`src/rtl/sld_pkg.sv`:
```
package sld_pkg;
  typedef enum logic [1:0] {
    K_OTHER  = 2'd0,
    K_PREFIX = 2'd1,
    K_LOAD   = 2'd2,
    K_OTHER3 = 2'd3
  } kind_e;

  typedef enum logic [1:0] {
    S_IDLE = 2'd0,
    S_REQ  = 2'd1,
    S_WAIT = 2'd2
  } lstate_e;

  localparam int LO_W  = 7;
  localparam int MID_W = 13;
endpackage

```
`src/rtl/sld_prefix_track.sv`:
```
module sld_prefix_track #(
  parameter int DEPTH = 2,
  parameter int IMM_W = 13
) (
  input  logic                          clk,
  input  logic                          rst_n,
  input  logic                          take,
  input  logic                          is_prefix,
  input  logic [IMM_W-1:0]              imm,
  output logic [$clog2(DEPTH+1)-1:0]    cnt,
  output logic [DEPTH-1:0][IMM_W-1:0]   slots
);
  localparam int CW = $clog2(DEPTH+1);

  always_ff @(posedge clk or negedge rst_n) begin
    if (!rst_n) begin
      cnt <= '0;
    end else if (take) begin
      if (!is_prefix)               cnt <= '0;
      else if (cnt != CW'(DEPTH))   cnt <= cnt + 1'b1;
    end
  end

  // slot 0 is the newest prefix; older ones move up on each new prefix
  always_ff @(posedge clk or negedge rst_n) begin
    if (!rst_n) slots[0] <= '0;
    else if (take && is_prefix) slots[0] <= imm;
  end

  for (genvar g = 1; g < DEPTH; g++) begin : g_shift
    always_ff @(posedge clk or negedge rst_n) begin
      if (!rst_n) slots[g] <= '0;
      else if (take && is_prefix) slots[g] <= slots[g-1];
    end
  end
endmodule

```
`src/rtl/sld_disp_build.sv`:
```
module sld_disp_build #(
  parameter int AW    = 24,
  parameter int LO_W  = 7,
  parameter int MID_W = 13
) (
  input  logic [1:0]           cnt,
  input  logic                 delay_slot,
  input  logic [MID_W-1:0]     newer,
  input  logic [MID_W-1:0]     older,
  input  logic [LO_W-1:0]      imm_lo,
  output logic [AW-1:0]        disp
);
  localparam int HI_W = AW - LO_W - MID_W;

  always_comb begin
    disp = '0;
    disp[LO_W-1:0] = imm_lo;
    if (!delay_slot && cnt != 2'd0) begin
      disp[LO_W +: MID_W] = newer;
      if (cnt == 2'd2) disp[LO_W+MID_W +: HI_W] = older[HI_W-1:0];
    end
  end
endmodule

```
`src/rtl/sld_seq.sv`:
```
module sld_seq
  import sld_pkg::*;
#(
  parameter int AW = 24,
  parameter int SW = 3
) (
  input  logic          clk,
  input  logic          rst_n,
  input  logic          start,
  input  logic [AW-1:0] ea,
  input  logic [SW-1:0] sel,
  input  logic          rvalid,
  output logic          idle,
  output logic          req,
  output logic          wb,
  output logic [AW-1:0] addr,
  output logic          odd,
  output logic [SW-1:0] sel_q
);
  lstate_e       st;
  logic [AW-1:0] ea_q;

  always_ff @(posedge clk or negedge rst_n) begin
    if (!rst_n) begin
      st    <= S_IDLE;
      ea_q  <= '0;
      sel_q <= '0;
    end else begin
      case (st)
        S_IDLE: if (start) begin
          st    <= S_REQ;
          ea_q  <= ea;
          sel_q <= sel;
        end
        S_REQ:   st <= S_WAIT;
        S_WAIT:  if (rvalid) st <= S_IDLE;
        default: st <= S_IDLE;
      endcase
    end
  end

  assign idle = (st == S_IDLE);
  assign req  = (st == S_REQ);
  assign wb   = (st == S_WAIT) && rvalid;
  assign addr = {ea_q[AW-1:1], 1'b0};
  assign odd  = req && ea_q[0];
endmodule

```
`src/rtl/stack_load_unit.sv`:
```
module stack_load_unit
  import sld_pkg::*;
#(
  parameter int AW    = 24,
  parameter int DW    = 16,
  parameter int NREG  = 8
) (
  input  logic          clk,
  input  logic          rst_n,
  input  logic          in_valid,
  output logic          in_ready,
  input  logic [1:0]    in_kind,
  input  logic [15:0]   in_word,
  input  logic          in_delay_slot,
  input  logic [AW-1:0] sp,
  output logic          mem_req,
  output logic [AW-1:0] mem_addr,
  input  logic          mem_rvalid,
  input  logic [DW-1:0] mem_rdata,
  output logic          wb_en,
  output logic [2:0]    wb_sel,
  output logic [AW-1:0] wb_data,
  output logic          misalign_irq
);
  localparam int SW    = $clog2(NREG);
  localparam int DEPTH = 2;

  logic                       take, is_pfx, is_ld;
  logic [1:0]                 pcnt;
  logic [DEPTH-1:0][MID_W-1:0] pslots;
  logic [AW-1:0]              disp, ea;
  logic                       idle;

  assign take   = in_valid && in_ready;
  assign is_pfx = (kind_e'(in_kind) == K_PREFIX);
  assign is_ld  = take && (kind_e'(in_kind) == K_LOAD);

  sld_prefix_track #(.DEPTH(DEPTH), .IMM_W(MID_W)) u_pfx (
    .clk(clk), .rst_n(rst_n), .take(take), .is_prefix(is_pfx),
    .imm(in_word[MID_W-1:0]), .cnt(pcnt), .slots(pslots)
  );

  sld_disp_build #(.AW(AW), .LO_W(LO_W), .MID_W(MID_W)) u_disp (
    .cnt(pcnt), .delay_slot(in_delay_slot), .newer(pslots[0]),
    .older(pslots[1]), .imm_lo(in_word[LO_W-1:0]), .disp(disp)
  );

  assign ea = sp + disp;

  sld_seq #(.AW(AW), .SW(SW)) u_seq (
    .clk(clk), .rst_n(rst_n), .start(is_ld), .ea(ea),
    .sel(in_word[LO_W +: SW]), .rvalid(mem_rvalid), .idle(idle),
    .req(mem_req), .wb(wb_en), .addr(mem_addr), .odd(misalign_irq),
    .sel_q(wb_sel)
  );

  assign in_ready = idle;
  assign wb_data  = {{(AW-DW){1'b0}}, mem_rdata};
endmodule

```
`config.mk`:
```
export PLATFORM = sky130hd
export DESIGN_NAME = stack_load_unit
export DESIGN_NICKNAME = d
export VERILOG_FILES = /design/src/rtl/sld_pkg.sv /design/src/rtl/sld_prefix_track.sv /design/src/rtl/sld_disp_build.sv /design/src/rtl/sld_seq.sv /design/src/rtl/stack_load_unit.sv
export SDC_FILE = /design/constraint.sdc
export NUM_CORES = 1
export LEC_CHECK = 0
export ABC_AREA = 1
export BUFFER_PORTS_ARGS = -buffer_cell sky130_fd_sc_hd__clkbuf_2
export CAP_MARGIN = 10
export CORE_MARGIN = 2
export CORE_UTILIZATION = 57
export CTS_CLUSTER_DIAMETER = 100
export CTS_CLUSTER_SIZE = 28
export DETAILED_ROUTE_END_ITERATION = 7
export PLACE_DENSITY = 0.86
export RECOVER_POWER = 50
export SLEW_MARGIN = 20
export SYNTH_ARGS = -nofsm -noshare
export SYNTH_HDL_FRONTEND = slang
export SYNTH_SLANG_ARGS = --single-unit
```
`constraint.sdc`:
```
create_clock -name clk -period 3.4 [get_ports clk]
set_input_delay 0.68 -clock clk [delete_from_list [all_inputs] [get_ports clk]]
set_output_delay 0.68 -clock clk [all_outputs]
set_load 0.02 [all_outputs]
```
# After elaboration in Yosys (flattened, before gate mapping)
# Index checks and enable logic that the tools add are counted.
# Widths: inputs -> output; s select.
# totals
reg_bits	48
latchBits	0
mem_bits_rw	0
romBits	0
inputBits	63
out_inout_bits	55
wordCells	36
mem_count	0
# op_classes
n_addsub	2
mul	0
div_mod_pow	0
magnitude_cmp	0
eq_ne	9
shifts	0
muxes	7
bitwise	0
n_reduce_logical	12
# op_table
operator	count
$add 24x24->24	1
$mux 17	1
$mux 2	4
$eq 2x2->1 const B	3
$logic_and 1x1->1	6
$ne 2x2->1 const B	3
$pmux 2 s3	1
$reduce_and 2->1	3
$eq 2x1->1 const B	2
$mux 4	1
$add 2x1->2 const B	1
$logic_not 2->1	1
$ne 2x1->1 const B	1
$reduce_bool 2->1	1
$logic_not 1->1	1

# Longest topological paths before layout
# logic_depth
word_depth	5
depth_mapped	18
mapped_depth_nobuf	17

# Hierarchy
# Synthesis repeated with hierarchy kept, for this count alone.
# hier_totals
hier_cells	713
area_unflattened_um2	4829.6
# modules_own_cells
mod	n_inst	cells_each	area_each_um2	seq_area_each_um2
stack_load_unit	1	385	1948.1	0.0
sld_seq	1	154	1398.8	725.7
sld_prefix_track	1	127	1174.9	700.7
sld_disp_build	1	47	307.8	0.0

# Least setup slack after synthesis
# Ideal clock, no wire load.
# synth_timing
kind	input-to-reg
startpoint	input in_delay_slot
endpoint	register u_seq.ea_q[21]
arrival_ns	2.248
required_time_ns	3.283
slack_ns	1.035
path_stages	14
path_buffers	1
cell_sequence	inv_1 nand2_1 clkbuf_1 nor2_1 ha_1 nand2_1 nor2_1 nand2_1 nor2_1 nand2_1 nand3_1 nand2_1 nand3_1 nand2_1
# synth_via
elab_chain_len	4
# synth_rtl
item	line	rtl
start: declaration	stack_load_unit.sv:14	input logic in_delay_slot,
$logic_not 1->1	sld_disp_build.sv:18	if (!delay_slot && cnt != 2'd0) begin
$logic_and 1x1->1	sld_disp_build.sv:18	
$mux 17	sld_disp_build.sv:18	
$add 24x24->24	stack_load_unit.sv:48	assign ea = sp + disp;
end signal: assignment	sld_seq.sv:26	ea_q <= '0;
end signal: assignment	sld_seq.sv:32	ea_q <= ea;
end: declaration	sld_seq.sv:21	logic [AW-1:0] ea_q;
# No other way between the ends.
# A chain may end at the register's enable or synchronous reset.

# Worst setup path in the final report
# layout_timing
startpoint	register u_pfx.cnt[0]
endpoint	register u_seq.ea_q[18]
# layout_via
elab_chain_len	4
# layout_rtl
item	line	rtl
start: declaration	sld_prefix_track.sv:10	output logic [$clog2(DEPTH+1)-1:0] cnt,
start signal: assignment	sld_prefix_track.sv:20	else if (cnt != CW'(DEPTH)) cnt <= cnt + 1'b1;
$reduce_bool 2->1	sld_disp_build.sv:18	
$logic_and 1x1->1	sld_disp_build.sv:18	
$mux 17	sld_disp_build.sv:18	
$add 24x24->24	stack_load_unit.sv:48	
# No other way between the ends.

==> metrics.txt <==
IO Pins 118; Final min period 2.72 ns; TritonCTS clock tree yes; vias after detailed routing 3824; htree depth 2; kind of end point of the critical path register; outcome complete, no violations; Initial Util 59.1%; setup TNS 0 ns; Synth cell types 26; critical-path cell list inv_1 > ha_1 > inv_1 > nand2_1 > nor2_1 > ha_1 > nand2_1 > nor2_1 > nand3_1 > nand3_1 > nand2_1 > nand2_1 > nand2_1 > nand3_1 > nand2_1; Max-Slew Margin vs Limit 10.6%; initial drt markers ~210; area of the multi-input gates 0.00205 mm^2; clock tree buffer depth 2; Startpoint Class register; internal power 1120 uW; # port buffers 73; Vias/cell 4.98; wire per inst ~12 um; Req. time, crit path 3.60 ns; clk sinks 48; Net Sw Frac 39.8%; Setup Buffers After CTS 0; PD cells 437 mW/mm^2; hold depth 2; pin count of the biggest net entering global routing 32; Setup-failing EPs final 0; final cycle utilization of the critical path 79.9%; worst r2r path cells 15; routed wire length a little over 9000 um; Post-Synthesis Cells approximately 640; Post-Route Skew between 0.008 and 0.009 ns; Tightest Pin Transition 1.34 ns; LEAKAGE 0.00255 uW; Crit path largest cell delay 0.45 ns; Yosys reg bits between 40 and 50; Reg power frac between 40% and 50%; sequential-to-total area share from yosys stat approximately 30%; Clk Latency, worst-skew pair 0.30 ns; core area 0.00683 mm^2; ys flop type dfrtp_1; detailed-route DRC error count 0; total of warnings raised by yosys 0; Post-synth EDFFs 0; RSZ-0062 raised after global routing no; initial antenna violation count 0; total power draw 1860 uW; clock root cell clkbuf_8; Non-Filler Instances between 700 and 800; CP max FO 17; fillers 700; crit path DAT 2.91 ns; vias in the first global route between 3000 and 4000; first-pass GRT wire length 15500 um; worst setup path class register to register; post_cts resized 0; slowest cell on the critical path nand2_1; row cnt 30; most frequent CP cell nand2_1; FFs w/ async S/R, synth 100%; Max Fclk 368 MHz; placed insts 760; final core utilization 62.2%; Final HPWL DP 7570 um; maxcap violations 0; layout cells sized above 1 12.9%; First-pass DRT Iterations 5; peak supply drop 0.210 mV; Final Hold Fails 0; Die W ~90 um; Sw Pwr 738 uW; Post-Syn Area a little over 0.004 mm^2; worst min path class register to register; Antenna Nets Post-Route 0; GP Congestion 1.00; Comb power frac 38.7%; Clock transition at path regs 0.09 ns; synth-to-layout area growth 5.21%; register area about 0.0012 mm^2; All-Layer GR Usage 25.2%; die area 0.00777 mm^2; Hold-fix buffers, CTS 0; Congestion Overflow GR 0; Num CTS Buffers 5; Clk network pwr share a little under a fifth; Avg Synthesized Cell Area 6.35 um^2; Die Y 88.2 um; fin. max-slew vios 0; antenna cell count 0; nets@finish 760
-- layout make-up --
type / count / share of cell area [%]
multi-input cells: 431 / 48.2
inverters: 108 / 9.54
repair buffers: 77 / 8.92
flip-flops and latches: 48 / 28.3
clock inverters: 1 / 0.177
clock buffers: 7 / 2.03
well taps: 96 / 2.83
-- cells in the final DEF, fill, tap and decap left out, drive strengths merged, types with 2 or more instances in the layout --
master	instances
or2	3
inv	108
o21ai	30
nand4	6
clkbuf	84
nand2	238
dfrtp	48
ha	25
nor3	2
nand3b	4
nor2	55
nand3	37
xnor2	5
conb	9
a31oi	2
a21oi	12
-- metrics by stage --
| stage | instance area (um^2) | hold slack (ns) | setup WS (ns) |
|---|---|---|---|
| after floorplan | 4070 | 0.384 | 1.03 |
| after CTS | 4260 | 0.367 | 0.732 |
| after global routing | 4250 | 0.507 | 0.342 |
| after global placement | 4170 | 0.453 | 0.620 |
| final | 4250 | 0.475 | 0.682 |
| after detailed placement | 4170 | 0.458 | 0.588 |
-- path summary, 6_finish.rpt --
path | to | slack [ns] | start
min | u_seq.sel_q[1]$_DFFE_PN0P_ | 0.47 | u_seq.sel_q[1]$_DFFE_PN0P_
min reg2reg | u_seq.sel_q[1]$_DFFE_PN0P_ | 0.47 | u_seq.sel_q[1]$_DFFE_PN0P_
max in group asynchronous | u_seq.ea_q[5]$_DFFE_PN0P_ | 0.98 | rst_n
max reg2reg | u_seq.ea_q[18]$_DFFE_PN0P_ | 0.68 | u_pfx.cnt[0]$_DFFE_PN0P_
min in group asynchronous | u_pfx.slots[11]$_DFFE_PN0P_ | 0.60 | rst_n
max | u_seq.ea_q[18]$_DFFE_PN0P_ | 0.68 | u_pfx.cnt[0]$_DFFE_PN0P_
-- worst max-delay path: cells and delay by family (launching register included) --
family / cells / cell delay (ns)
simple gates: 11 / 1.55
fa+ha+maj: 2 / 0.53
flops: 1 / 0.37
buf+inv: 2 / 0.15
-- Yosys cell counts (2+ instances only) --
master    instances  area [um^2]
nand2_1         237          890
inv_1           107          402
nor2_1           53          199
buf_4            52          390
dfrtp_1          48         1200
nand3_1          37          185
ha_1             25          313
o21ai_0          22          110
a21oi_1          12         60.1
o21ai_1           8         40.0
nand4_1           6         37.5
xnor2_1           5         43.8
nand3b_1          4         30.0
buf_2             3         15.0
or2_2             3         18.8
a31oi_1           2         12.5
clkbuf_1          2         7.51
nor2_2            2         12.5
-- registers in the layout, summed over array words and instances (netlist names) --
| register | count |
|---|---|
| u_seq.ea_q | 24 |
| u_seq.st | 2 |
| u_pfx.cnt | 2 |
| u_pfx.slots | 17 |
| u_seq.sel_q | 3 |
-- power by group through the flow --
stage	Combinational [uW]	Clock, uW	Sequential [uW]
after floorplan	635	0	783
after global placement	701	0	785
after detailed placement	718	0	792
after CTS	722	364	782
after global routing	813	386	798
final	719	356	781
-- per-layer routing --
layer / share of wire, % / up-vias / track usage, %
li1: - / 1942 / -
met1: 46 / 1708 / 33.3
met2: 45 / 152 / 42.2
met3: 7.0 / 22 / 3.96
met4: 2.7 / 0 / 8.26
met5: 0 / - / 0
-- cells by family (layout without fill, tap and decap cells) --
family	Yosys count	in the layout	share of synthesized area, %
simple gates	346	346	34.8
buf+inv	165	193	20.3
flops	48	48	29.7
compound gates	44	44	5.52
fa+ha+maj	26	26	8.24
xor+xnor	6	6	1.30
other cells	1	9	0.0929
Note: power is estimated with default switching activity, not from simulation.
